$ cat config.mk
export PLATFORM = sky130hd
export DESIGN_NAME = fantach_capture
export DESIGN_NICKNAME = d
export VERILOG_FILES = /design/src/rtl/fantach_pkg.sv /design/src/rtl/fantach_tick.sv /design/src/rtl/fantach_edge.sv /design/src/rtl/fantach_encode.sv /design/src/rtl/fantach_capture.sv
export SDC_FILE = /design/constraint.sdc
export NUM_CORES = 1
export LEC_CHECK = 0
export ABC_CLOCK_PERIOD_IN_PS = 7800
export BUFFER_PORTS_ARGS = -buffer_cell sky130_fd_sc_hd__clkbuf_2
export CORE_ASPECT_RATIO = 1.2
export CORE_MARGIN = 1.5
export CORE_UTILIZATION = 57
export CTS_CLUSTER_SIZE = 25
export DETAILED_ROUTE_END_ITERATION = 8
export PLACE_DENSITY = 0.78
export RECOVER_POWER = 50
export SYNTH_ARGS = -nofsm -noshare
export SYNTH_HDL_FRONTEND = slang
export SYNTH_SLANG_ARGS = --single-unit
$ cat constraint.sdc
create_clock -name clk -period 7.8 [get_ports clk]
set_input_delay 0.78 -clock clk [delete_from_list [all_inputs] [get_ports clk]]
set_output_delay 0.78 -clock clk [all_outputs]
set_load 0.05 [all_outputs]
$ cat src/rtl/fantach_pkg.sv
package fantach_pkg;
   typedef enum logic [1:0] {
      ST_START = 2'd0,
      ST_ARM   = 2'd1,
      ST_COUNT = 2'd2,
      ST_FIN   = 2'd3
   } cap_state_e;

   localparam logic [1:0] QUAL_NORMAL = 2'b00;
   localparam logic [1:0] QUAL_ONE    = 2'b10;
   localparam logic [1:0] QUAL_TWO    = 2'b11;
endpackage

$ cat src/rtl/fantach_tick.sv
module fantach_tick #(
   parameter int unsigned TICK_DIV = 64
) (
   input  logic clk,
   input  logic rst_n,
   output logic tick_o
);
   generate
      if (TICK_DIV < 1) begin : g_bad_div
         $error("fantach_tick: TICK_DIV must be at least 1");
      end
      if (TICK_DIV == 1) begin : g_pass
         assign tick_o = 1'b1;
      end else begin : g_div
         localparam int unsigned DW = $clog2(TICK_DIV);
         localparam logic [DW-1:0] LAST = DW'(TICK_DIV - 1);
         logic [DW-1:0] div_q;
         always_ff @(posedge clk or negedge rst_n) begin
            if (!rst_n)             div_q <= '0;
            else if (div_q == LAST) div_q <= '0;
            else                    div_q <= div_q + 1'b1;
         end
         assign tick_o = (div_q == LAST);
      end
   endgenerate
endmodule

$ cat src/rtl/fantach_edge.sv
module fantach_edge #(
   parameter int unsigned NUM_FANS = 4
) (
   input  logic                clk,
   input  logic                rst_n,
   input  logic [NUM_FANS-1:0] tach_i,
   output logic [NUM_FANS-1:0] rise_o,
   output logic [NUM_FANS-1:0] fall_o
);
   generate
      for (genvar g = 0; g < NUM_FANS; g++) begin : g_fan
         logic [2:0] sh_q;   // [0],[1] synchronizer, [2] previous sample
         always_ff @(posedge clk or negedge rst_n) begin
            if (!rst_n) sh_q <= '0;
            else        sh_q <= {sh_q[1:0], tach_i[g]};
         end
         assign rise_o[g] =  sh_q[1] & ~sh_q[2];
         assign fall_o[g] = ~sh_q[1] &  sh_q[2];
      end
   endgenerate
endmodule

$ cat src/rtl/fantach_encode.sv
module fantach_encode
   import fantach_pkg::*;
#(
   parameter int unsigned VAL_W = 10
) (
   input  logic             smart_i,
   input  logic             two_i,
   input  logic             one_seen_i,
   input  logic [VAL_W-1:0] cnt_i,
   input  logic [VAL_W-1:0] one_cnt_i,
   output logic [VAL_W-1:0] val_o,
   output logic [1:0]       qual_o
);
   logic [VAL_W:0] dbl;
   assign dbl = {one_cnt_i, 1'b0};

   always_comb begin
      if (two_i) begin
         val_o  = cnt_i;
         qual_o = smart_i ? QUAL_TWO : QUAL_NORMAL;
      end else if (smart_i && one_seen_i) begin
         val_o  = dbl[VAL_W] ? '1 : dbl[VAL_W-1:0];
         qual_o = QUAL_ONE;
      end else begin
         val_o  = '1;
         qual_o = smart_i ? QUAL_ONE : QUAL_NORMAL;
      end
   end
endmodule

$ cat src/rtl/fantach_capture.sv
module fantach_capture
   import fantach_pkg::*;
#(
   parameter int unsigned NUM_FANS  = 4,
   parameter int unsigned VAL_W     = 10,
   parameter int unsigned TICK_DIV  = 64,
   parameter int unsigned WIN_TICKS = 1125,
   localparam int unsigned FAN_W    = (NUM_FANS > 1) ? $clog2(NUM_FANS) : 1,
   localparam int unsigned RES_W    = VAL_W + 2
) (
   input  logic                clk,
   input  logic                rst_n,
   input  logic                smart_i,
   input  logic [1:0]          edge_sel_i,
   input  logic [VAL_W-1:0]    limit_i,
   input  logic [NUM_FANS-1:0] tach_i,
   output logic                pwm_sync_o,
   output logic                pwm_hold_o,
   output logic [FAN_W-1:0]    fan_sel_o,
   output logic                done_o,
   output logic [RES_W-1:0]    result_o,
   output logic [NUM_FANS-1:0] valid_o,
   output logic [NUM_FANS-1:0] underspeed_o
);
   localparam int unsigned NORM_TICKS = 2 ** (VAL_W + 1);
   localparam int unsigned TMR_W      = $clog2(NORM_TICKS + WIN_TICKS + 1);
   localparam int unsigned HOLD_CYC   = WIN_TICKS * TICK_DIV;
   localparam int unsigned HL_W       = $clog2(HOLD_CYC + 2);
   localparam logic [TMR_W-1:0] WIN_LIM  = TMR_W'(WIN_TICKS - 1);
   localparam logic [TMR_W-1:0] NORM_LIM = TMR_W'(NORM_TICKS - 1);
   localparam logic [FAN_W-1:0] LAST_FAN = FAN_W'(NUM_FANS - 1);

   generate
      if (NUM_FANS < 1)  begin : g_bad_fans $error("fantach_capture: NUM_FANS < 1"); end
      if (VAL_W < 4)     begin : g_bad_w    $error("fantach_capture: VAL_W < 4"); end
      if (WIN_TICKS < 2) begin : g_bad_win  $error("fantach_capture: WIN_TICKS < 2"); end
   endgenerate

   logic                tick;
   logic [NUM_FANS-1:0] rise, fall;

   fantach_tick #(.TICK_DIV(TICK_DIV)) u_tick (
      .clk(clk), .rst_n(rst_n), .tick_o(tick));

   fantach_edge #(.NUM_FANS(NUM_FANS)) u_edge (
      .clk(clk), .rst_n(rst_n), .tach_i(tach_i), .rise_o(rise), .fall_o(fall));

   cap_state_e          state_q;
   logic [FAN_W-1:0]    sel_q;
   logic                smart_q, lock_fall_q, have_one_q;
   logic [VAL_W-1:0]    cnt_q, one_q, cnt_nx;
   logic [TMR_W-1:0]    tmr_q;
   logic [RES_W-1:0]    result_q;
   logic [NUM_FANS-1:0] valid_q, under_q;

   logic sel_rise, sel_fall, rise_en, fall_en, arm_hit, cnt_edge;
   logic timeout, two_now, finish;
   logic [VAL_W-1:0] enc_val;
   logic [1:0]       enc_qual;

   assign sel_rise = rise[sel_q];
   assign sel_fall = fall[sel_q];
   assign rise_en  = edge_sel_i[0] | ~edge_sel_i[1];
   assign fall_en  = edge_sel_i[1];
   assign arm_hit  = (sel_rise & rise_en) | (sel_fall & fall_en);
   assign cnt_edge = lock_fall_q ? sel_fall : sel_rise;
   assign cnt_nx   = (tick && cnt_q != '1) ? cnt_q + 1'b1 : cnt_q;
   assign timeout  = tick && (tmr_q == (smart_q ? WIN_LIM : NORM_LIM));
   assign two_now  = (state_q == ST_COUNT) && cnt_edge && have_one_q;
   assign finish   = ((state_q == ST_ARM) || (state_q == ST_COUNT)) && (timeout || two_now);

   fantach_encode #(.VAL_W(VAL_W)) u_enc (
      .smart_i(smart_q), .two_i(two_now), .one_seen_i(have_one_q),
      .cnt_i(cnt_nx), .one_cnt_i(one_q), .val_o(enc_val), .qual_o(enc_qual));

   always_ff @(posedge clk or negedge rst_n) begin
      if (!rst_n) begin
         state_q     <= ST_START;
         sel_q       <= '0;
         smart_q     <= 1'b0;
         lock_fall_q <= 1'b0;
         have_one_q  <= 1'b0;
         cnt_q       <= '0;
         one_q       <= '0;
         tmr_q       <= '0;
         result_q    <= '0;
         valid_q     <= '0;
         under_q     <= '0;
      end else begin
         case (state_q)
            ST_START: begin
               smart_q    <= smart_i;
               tmr_q      <= '0;
               cnt_q      <= '0;
               one_q      <= '0;
               have_one_q <= 1'b0;
               state_q    <= ST_ARM;
            end
            ST_ARM, ST_COUNT: begin
               if (tick) tmr_q <= tmr_q + 1'b1;
               if (state_q == ST_COUNT) begin
                  cnt_q <= cnt_nx;
                  if (cnt_edge && !have_one_q) begin
                     have_one_q <= 1'b1;
                     one_q      <= cnt_nx;
                  end
               end
               if (finish) begin
                  state_q        <= ST_FIN;
                  result_q       <= {enc_val, enc_qual};
                  valid_q[sel_q] <= 1'b1;
                  under_q[sel_q] <= (enc_val > limit_i);
               end else if (state_q == ST_ARM && arm_hit) begin
                  lock_fall_q <= ~(sel_rise & rise_en);
                  cnt_q       <= '0;
                  state_q     <= ST_COUNT;
               end
            end
            default: begin
               sel_q   <= (sel_q == LAST_FAN) ? '0 : sel_q + 1'b1;
               state_q <= ST_START;
            end
         endcase
      end
   end

   assign pwm_sync_o   = (state_q == ST_START) && smart_i;
   assign pwm_hold_o   = smart_q && ((state_q == ST_ARM) || (state_q == ST_COUNT));
   assign done_o       = (state_q == ST_FIN);
   assign fan_sel_o    = sel_q;
   assign result_o     = result_q;
   assign valid_o      = valid_q;
   assign underspeed_o = under_q;

   // Window monitor: cycles the hold output has been high so far.
   logic [HL_W-1:0] hold_len_q;
   always_ff @(posedge clk or negedge rst_n) begin
      if (!rst_n)                           hold_len_q <= '0;
      else if (!pwm_hold_o)                 hold_len_q <= '0;
      else if (hold_len_q != '1)            hold_len_q <= hold_len_q + 1'b1;
   end

   a_r10_window_bound: assert property (@(posedge clk) disable iff (!rst_n)
      pwm_hold_o |-> (hold_len_q < HL_W'(HOLD_CYC)));

   a_r3_normal_qual: assert property (@(posedge clk) disable iff (!rst_n)
      (done_o && !smart_q) |-> (result_o[1:0] == QUAL_NORMAL));

   a_r6_sync_then_hold: assert property (@(posedge clk) disable iff (!rst_n)
      pwm_sync_o |=> pwm_hold_o);

   a_r7_hold_release: assert property (@(posedge clk) disable iff (!rst_n)
      (two_now && smart_q) |=> (!pwm_hold_o && done_o && result_o[1:0] == QUAL_TWO));

   a_r4_cnt_saturate: assert property (@(posedge clk) disable iff (!rst_n)
      (state_q == ST_COUNT && cnt_q == '1 && !finish) |=> (cnt_q == '1));

   a_r2_valid_on_done: assert property (@(posedge clk) disable iff (!rst_n)
      done_o |-> (valid_o[fan_sel_o] && $countones(valid_o) >= 1));

   a_r9_smart_qual: assert property (@(posedge clk) disable iff (!rst_n)
      (done_o && smart_q) |-> result_o[1]);
endmodule

==> reports/metrics.csv, run 1 <==
metric,value,unit
outcome,finished with violations,
failing checks,"max-capacitance violations, max-slew violations",
Sw Share,0.434,
yosys warns,0,
Clock Latency Late Sink,0.36,ns
I/O Buffers,43,
Max Slew Vio Count,78,
RSZ-0062 raised after global routing,no,
DIE WIDTH,81.2,um
Leak,0.00216,uW
Row Count,34,
area grow syn2layout,10.6,%
Synth area leaders,"dfrtp_1, ha_1, nand2_1",
fin crit period,4.00,ns
"delay-heaviest family, CP",buffers and inverters,
Die Area,0.00785,mm^2
CTS Root Cell,clkbuf_8,
Seq cells post-synth,77,
"slowest stage delay, CP",2.73,ns
Layout Skew,0.0159,ns
Fillers,585,
Worst EP required,7.37,ns
syn_area_per_cell,10.6,um^2
DR vias/cell,5.93,
Nets,471,
"commonest non-fill, non-tap cell in the layout",dfrtp_1,
register share of total power,0.351,
area of all placed cells without fillers,0.00462,mm^2
fraction of registers with async set/reset,1.00,
Final Setup Violations,0,
crit path max fanout,77,
max cap viols,1,
Tot GR Track Use,0.235,
Final Cycle Share,0.513,
Critical Path AT,3.56,ns
cell taking the most area after synthesis,dfrtp_1,
Gate Count Post-Synth,394,
First-pass DRT Iterations,4,
Max VDD drop,0.000300,V
H-tree levels,3,
global-route wire length before repair,14200,um
routability cong.,0.833,
portion of total power attributed to the clock network,0.241,
PostCTS Resize Cnt,0,
Int Power,801,uW
Synth Flop Type,dfrtp_1,
Hold WS,0.355,ns
most frequent cells in the layout,"dfrtp_1, clkbuf_2, nand2_1, nor2_1, ha_1",
Pwr Density,307,mW/mm^2
final WL,8440,um
startpoint types,input port,
Synth top area share,0.461,
combinational share of power,0.408,
CTS Sinks,77,
post-synthesis net count,435,
number of flops mapped to enable cells by yosys,0,
WP buf/inv,1,
Rel. slew slack,-1.64,
Worst-path clk slew,0.08,ns
DRC,0,
IO Pins,44,
setup TNS,0,ns
initial drt markers,197,
Max Clock Freq,250,MHz
total congestion overflow,0,
worst hold-check path type,flop to flop,
final hold vios,0,
net switching power,615,uW
antenna cells,0,
Max Root-Sink Buffers,2,
Worst path slowest cell,clkbuf_1,
hpwl dp,6140,um
CTS tree,built,
sequential area share after synthesis,0.461,
"critical path, cell by cell",clkbuf_1,
Post-DP Area,0.00440,mm^2
CTS Buf Count,9,
postcts setup bufs,0,
DR vias,3113,
setup slack after layout,3.80,ns
Antenna Violating Nets Remaining,0,
post-placement worst setup slack,3.97,ns
core region area,0.00719,mm^2
vias in the first global route,3060,
fraction of layout cells with a size suffix above 1,0.195,
synthesized area,0.00418,mm^2
overall die height,96.8,um
Initial Util,0.581,
measured slew at the worst slew-check pin,3.95,ns
initial antenna violation count,0,
Synth cell types,62,
WL/cell,16.1,um
Post-CTS Hold Buffers,0,
CP Capture Type,async pin,
largest net degree at the start of global routing,78,
WS Path Type,input port to async pin,
per-layer routing:
layer,GRT usage,vias to the layer above,part of all wire
met1,0.302,1566,0.43
li1,-,1485,-
met4,0.0743,0,0.012
met5,0,-,0
met3,0.0566,7,0.035
met2,0.387,55,0.52
state kept, by name, summed over array words and instances, names as in the netlist:
signal              flops
have_one_q              1
u_edge.g_fan.sh_q      12
one_q                  10
tmr_q                  12
lock_fall_q             1
underspeed_o            4
smart_q                 1
result_o               12
cnt_q                  10
u_tick.g_div.div_q      6
fan_sel_o               2
valid_o                 4
state_q                 2
power by group through the flow:
stage | Combinational, uW | Sequential, uW | Clock (uW)
2_1_floorplan | 310 | 636 | 0
3_3_place_gp | 566 | 501 | 0
3_5_place_dp | 577 | 505 | 0
4_1_cts | 580 | 498 | 346
5_1_grt | 628 | 506 | 364
6_report | 578 | 498 | 341
per-stage QoR:
step / utilization / cells / power [uW]
floorplan: - / 394 / 946
global placement: 0.612 / 509 / 1070
detailed placement: 0.612 / 509 / 1080
CTS: 0.643 / 525 / 1420
global route: 0.643 / 525 / 1500
finish: 0.643 / 525 / 1420
layout make-up:
class / instances / area [um^2] / share of cell area
Multi-Input combinational cell: 280 / 2070 / 0.449
Sequential cell: 77 / 1930 / 0.417
Timing Repair Buffer: 43 / 214 / 0.0463
Clock buffer: 10 / 128 / 0.0276
Tap cell: 90 / 113 / 0.0244
Clock inverter: 6 / 95.1 / 0.0206
Inverter: 19 / 71.3 / 0.0154
cells by family (layout without fill, tap and decap cells):
group                    Yosys count  after routing  synth area share
AND/OR/NAND/NOR                  148            148             0.196
adder cells (fa/ha/maj)           22             22            0.0659
XOR/XNOR                          17             17            0.0356
multiplexers                      22             22            0.0698
flip-flops                        77             77             0.461
AO/OA/AOI/OAI                     71             71             0.129
buffers and inverters             37             78            0.0428
cell usage after synthesis (3+ instances only):
library cell,instances
nor2_1,25
a22o_1,3
nand2_1,34
dfrtp_1,77
nand3_1,18
o21ai_1,3
a21oi_1,16
mux2_4,7
nand4_1,10
and4_1,3
clkbuf_1,8
nand2b_4,3
and3_1,4
o21ai_0,10
xor2_1,14
o2bb2ai_1,11
xnor2_1,3
nor2b_1,5
or3_1,3
buf_2,5
mux2i_1,4
buf_6,4
mux2_2,3
inv_1,17
ha_1,22
nor3_1,10
mux2_1,6
nand2b_1,15
o311ai_2,3
final timing paths:
path | slack, ns | end | start | cells past startpoint
max | 3.80 | u_edge.g_fan[2].sh_q[0] | rst_n | 1
min | 0.36 | u_edge.g_fan[3].sh_q[1] | u_edge.g_fan[3].sh_q[0] | 0
max reg2reg | 3.96 | underspeed_o[0] | u_tick.g_div.div_q[0] | 13
min reg2reg | 0.36 | u_edge.g_fan[3].sh_q[1] | u_edge.g_fan[3].sh_q[0] | 0
max in group clk | 3.96 | underspeed_o[0] | u_tick.g_div.div_q[0] | 13
min in group asynchronous | 1.77 | result_o[7] | rst_n | 1
Power figures use the tool's default switching activity.
==> run 2: changes to the inputs <==
- ABC_CLOCK_PERIOD_IN_PS: 7800 -> 3800
- clock period: 7.8 -> 3.8 ns (I/O delays scaled with it)
==> run 2 against run 1 <==
Effect of this change: the run still ends with max-capacitance violations, max-slew violations left; flip-flop and latch count unchanged; power up 110%; worst hold slack worse by 0.24 ns; non-clock buffer count up 7; clock skew down 0.0023 ns; critical path depth up 12; count of clock-buffer cells in the layout down 1.
==> reports/metrics.csv, run 2 (synthesized netlist as in run 1, its figures left out) <==
metric,value,unit
worst hold-check path type,input port to flop,
Tot GR Track Use,0.250,
Worst-path clk slew,0.09,ns
final hold vios,0,
Critical Path AT,3.78,ns
Worst path slowest cell,dfrtp_1,
Max Root-Sink Buffers,2,
failing checks,"max-capacitance violations, max-slew violations",
Max Slew Vio Count,78,
Fillers,560,
"slowest stage delay, CP",0.43,ns
First-pass DRT Iterations,5,
setup TNS,0,ns
WL/cell,16.6,um
CTS Root Cell,clkbuf_8,
Int Power,1670,uW
Max Clock Freq,284,MHz
vias in the first global route,3205,
total congestion overflow,0,
"commonest non-fill, non-tap cell in the layout",dfrtp_1,
Leak,0.00219,uW
Antenna Violating Nets Remaining,0,
post-placement worst setup slack,0.226,ns
DR vias,3132,
combinational share of power,0.415,
CP Capture Type,flop,
"critical path, cell by cell","inv_1, ha_1, inv_1, or3_1, o22ai_2, buf_4, nor3_1, a21oi_1, ha_1, a211o_1, a2111oi_1, nor2_1, mux2_1",
IO Pins,44,
DIE WIDTH,81.2,um
r2r endpoint,underspeed_o[0],
crit path to,underspeed_o[0],
Initial Util,0.581,
RSZ-0062 raised after global routing,no,
net switching power,1290,uW
max cap viols,1,
final WL,8840,um
"Cell Count, Final, Fillers Out",532,
fin util,0.651,
setup slack after layout,0.279,ns
WS Path Type,flop to flop,
reg2reg path depth,13,
DR vias/cell,5.89,
measured slew at the worst slew-check pin,1.84,ns
placed insts,516,
antenna cells,0,
CTS Buf Count,9,
DRC,0,
Max VDD drop,0.000394,V
core region area,0.00719,mm^2
portion of total power attributed to the clock network,0.240,
Final Setup Violations,0,
global-route wire length before repair,15000,um
CTS Sinks,77,
Post-CTS Hold Buffers,0,
register share of total power,0.345,
Pwr Density,632,mW/mm^2
crit path max fanout,21,
hpwl dp,6290,um
Layout Skew,0.0136,ns
overall die height,96.8,um
Worst Setup SP,state_q[0],
I/O Buffers,43,
routability cong.,0.871,
Final Cycle Share,0.927,
Sw Share,0.436,
CTS tree,built,
Clock Latency Late Sink,0.36,ns
Tot Pwr,2960,uW
Nets,478,
Rel. slew slack,-0.227,
fin crit period,3.52,ns
Worst EP required,4.05,ns
initial antenna violation count,0,
worst reg-to-reg setup slack,0.28,ns
area grow syn2layout,12.0,%
H-tree levels,3,
Row Count,34,
startpoint types,flop,
initial drt markers,236,
Die Area,0.00785,mm^2
Worst R2R Start,state_q[0],
outcome,finished with violations,
most frequent cells in the layout,"dfrtp_1, clkbuf_2, nand2_1, nor2_1, ha_1",
fraction of layout cells with a size suffix above 1,0.213,
largest net degree at the start of global routing,78,
## run 2: cell types whose count changed in the layout (fill, tap and decap cells not counted), sizes merged
cell      previous run  this run
inv                 21        22
clkbuf              53        52
clkinv               2         0
clkinvlp             0         2
buf                  0         7
## run 2: how the worst min path moves through the flow
stage	cells past startpoint	startpoint	to	slack, ns
6_report	1	tach_i[2]	u_edge.g_fan[2].sh_q[0]	0.12
5_1_grt	1	tach_i[1]	u_edge.g_fan[1].sh_q[0]	0.10
4_1_cts	1	tach_i[2]	u_edge.g_fan[2].sh_q[0]	0.11
3_5_place_dp	0	u_edge.g_fan[2].sh_q[0]	u_edge.g_fan[2].sh_q[1]	0.34
2_1_floorplan	0	rst_n	cnt_q[0]	0.08
3_3_place_gp	0	u_edge.g_fan[3].sh_q[0]	u_edge.g_fan[3].sh_q[1]	0.33
## run 2: metal layers
metal / track usage / vias up / part of all wire
li1: - / 1494 / -
met1: 0.319 / 1521 / 0.42
met2: 0.403 / 93 / 0.50
met3: 0.0425 / 24 / 0.044
met4: 0.125 / 0 / 0.030
met5: 0 / - / 0
## run 2: critical path, delay by kind of cell, from the launching register on
family,cells,cell delay (ns)
simple gates,3,0.63
buf+inv,3,0.47
fa+ha+maj,2,0.52
mux,1,0.31
flops,1,0.43
compound gates,4,1.05
## run 2: area by class of cell
| cell class | instances | area (um^2) | share of cell area |
|---|---|---|---|
| clock buffers | 9 | 124 | 0.0265 |
| clock inverters | 7 | 104 | 0.0222 |
| inverters | 19 | 71.3 | 0.0152 |
| multi-input cells | 280 | 2070 | 0.443 |
| flip-flops and latches | 77 | 1930 | 0.412 |
| well taps | 90 | 113 | 0.0241 |
| repair buffers | 50 | 268 | 0.0572 |
## run 2: repair_timing
action | in CTS | in global routing
gates resized for setup | 0 | 1
setup buffers | 0 | 0
endpoints found under the hold margin | 0 | 0
setup endpoints to repair | 0 | 4
## run 2: through the flow
| stage | instance area (um^2) | hold WS (ns) |
|---|---|---|
| 3_5_place_dp | 4450 | 0.338 |
| 2_1_floorplan | 4180 | 0.0844 |
| 5_1_grt | 4680 | 0.105 |
| 3_3_place_gp | 4450 | 0.334 |
| 4_1_cts | 4680 | 0.108 |
| 6_report | 4680 | 0.119 |
## run 2: power by group through the flow
| stage | Sequential, uW | Clock (uW) | Combinational [uW] |
|---|---|---|---|
| 2_1_floorplan | 1310 | 0 | 636 |
| 3_3_place_gp | 1030 | 0 | 1190 |
| 3_5_place_dp | 1040 | 0 | 1210 |
| 4_1_cts | 1020 | 720 | 1230 |
| 5_1_grt | 1040 | 752 | 1330 |
| 6_report | 1020 | 711 | 1230 |
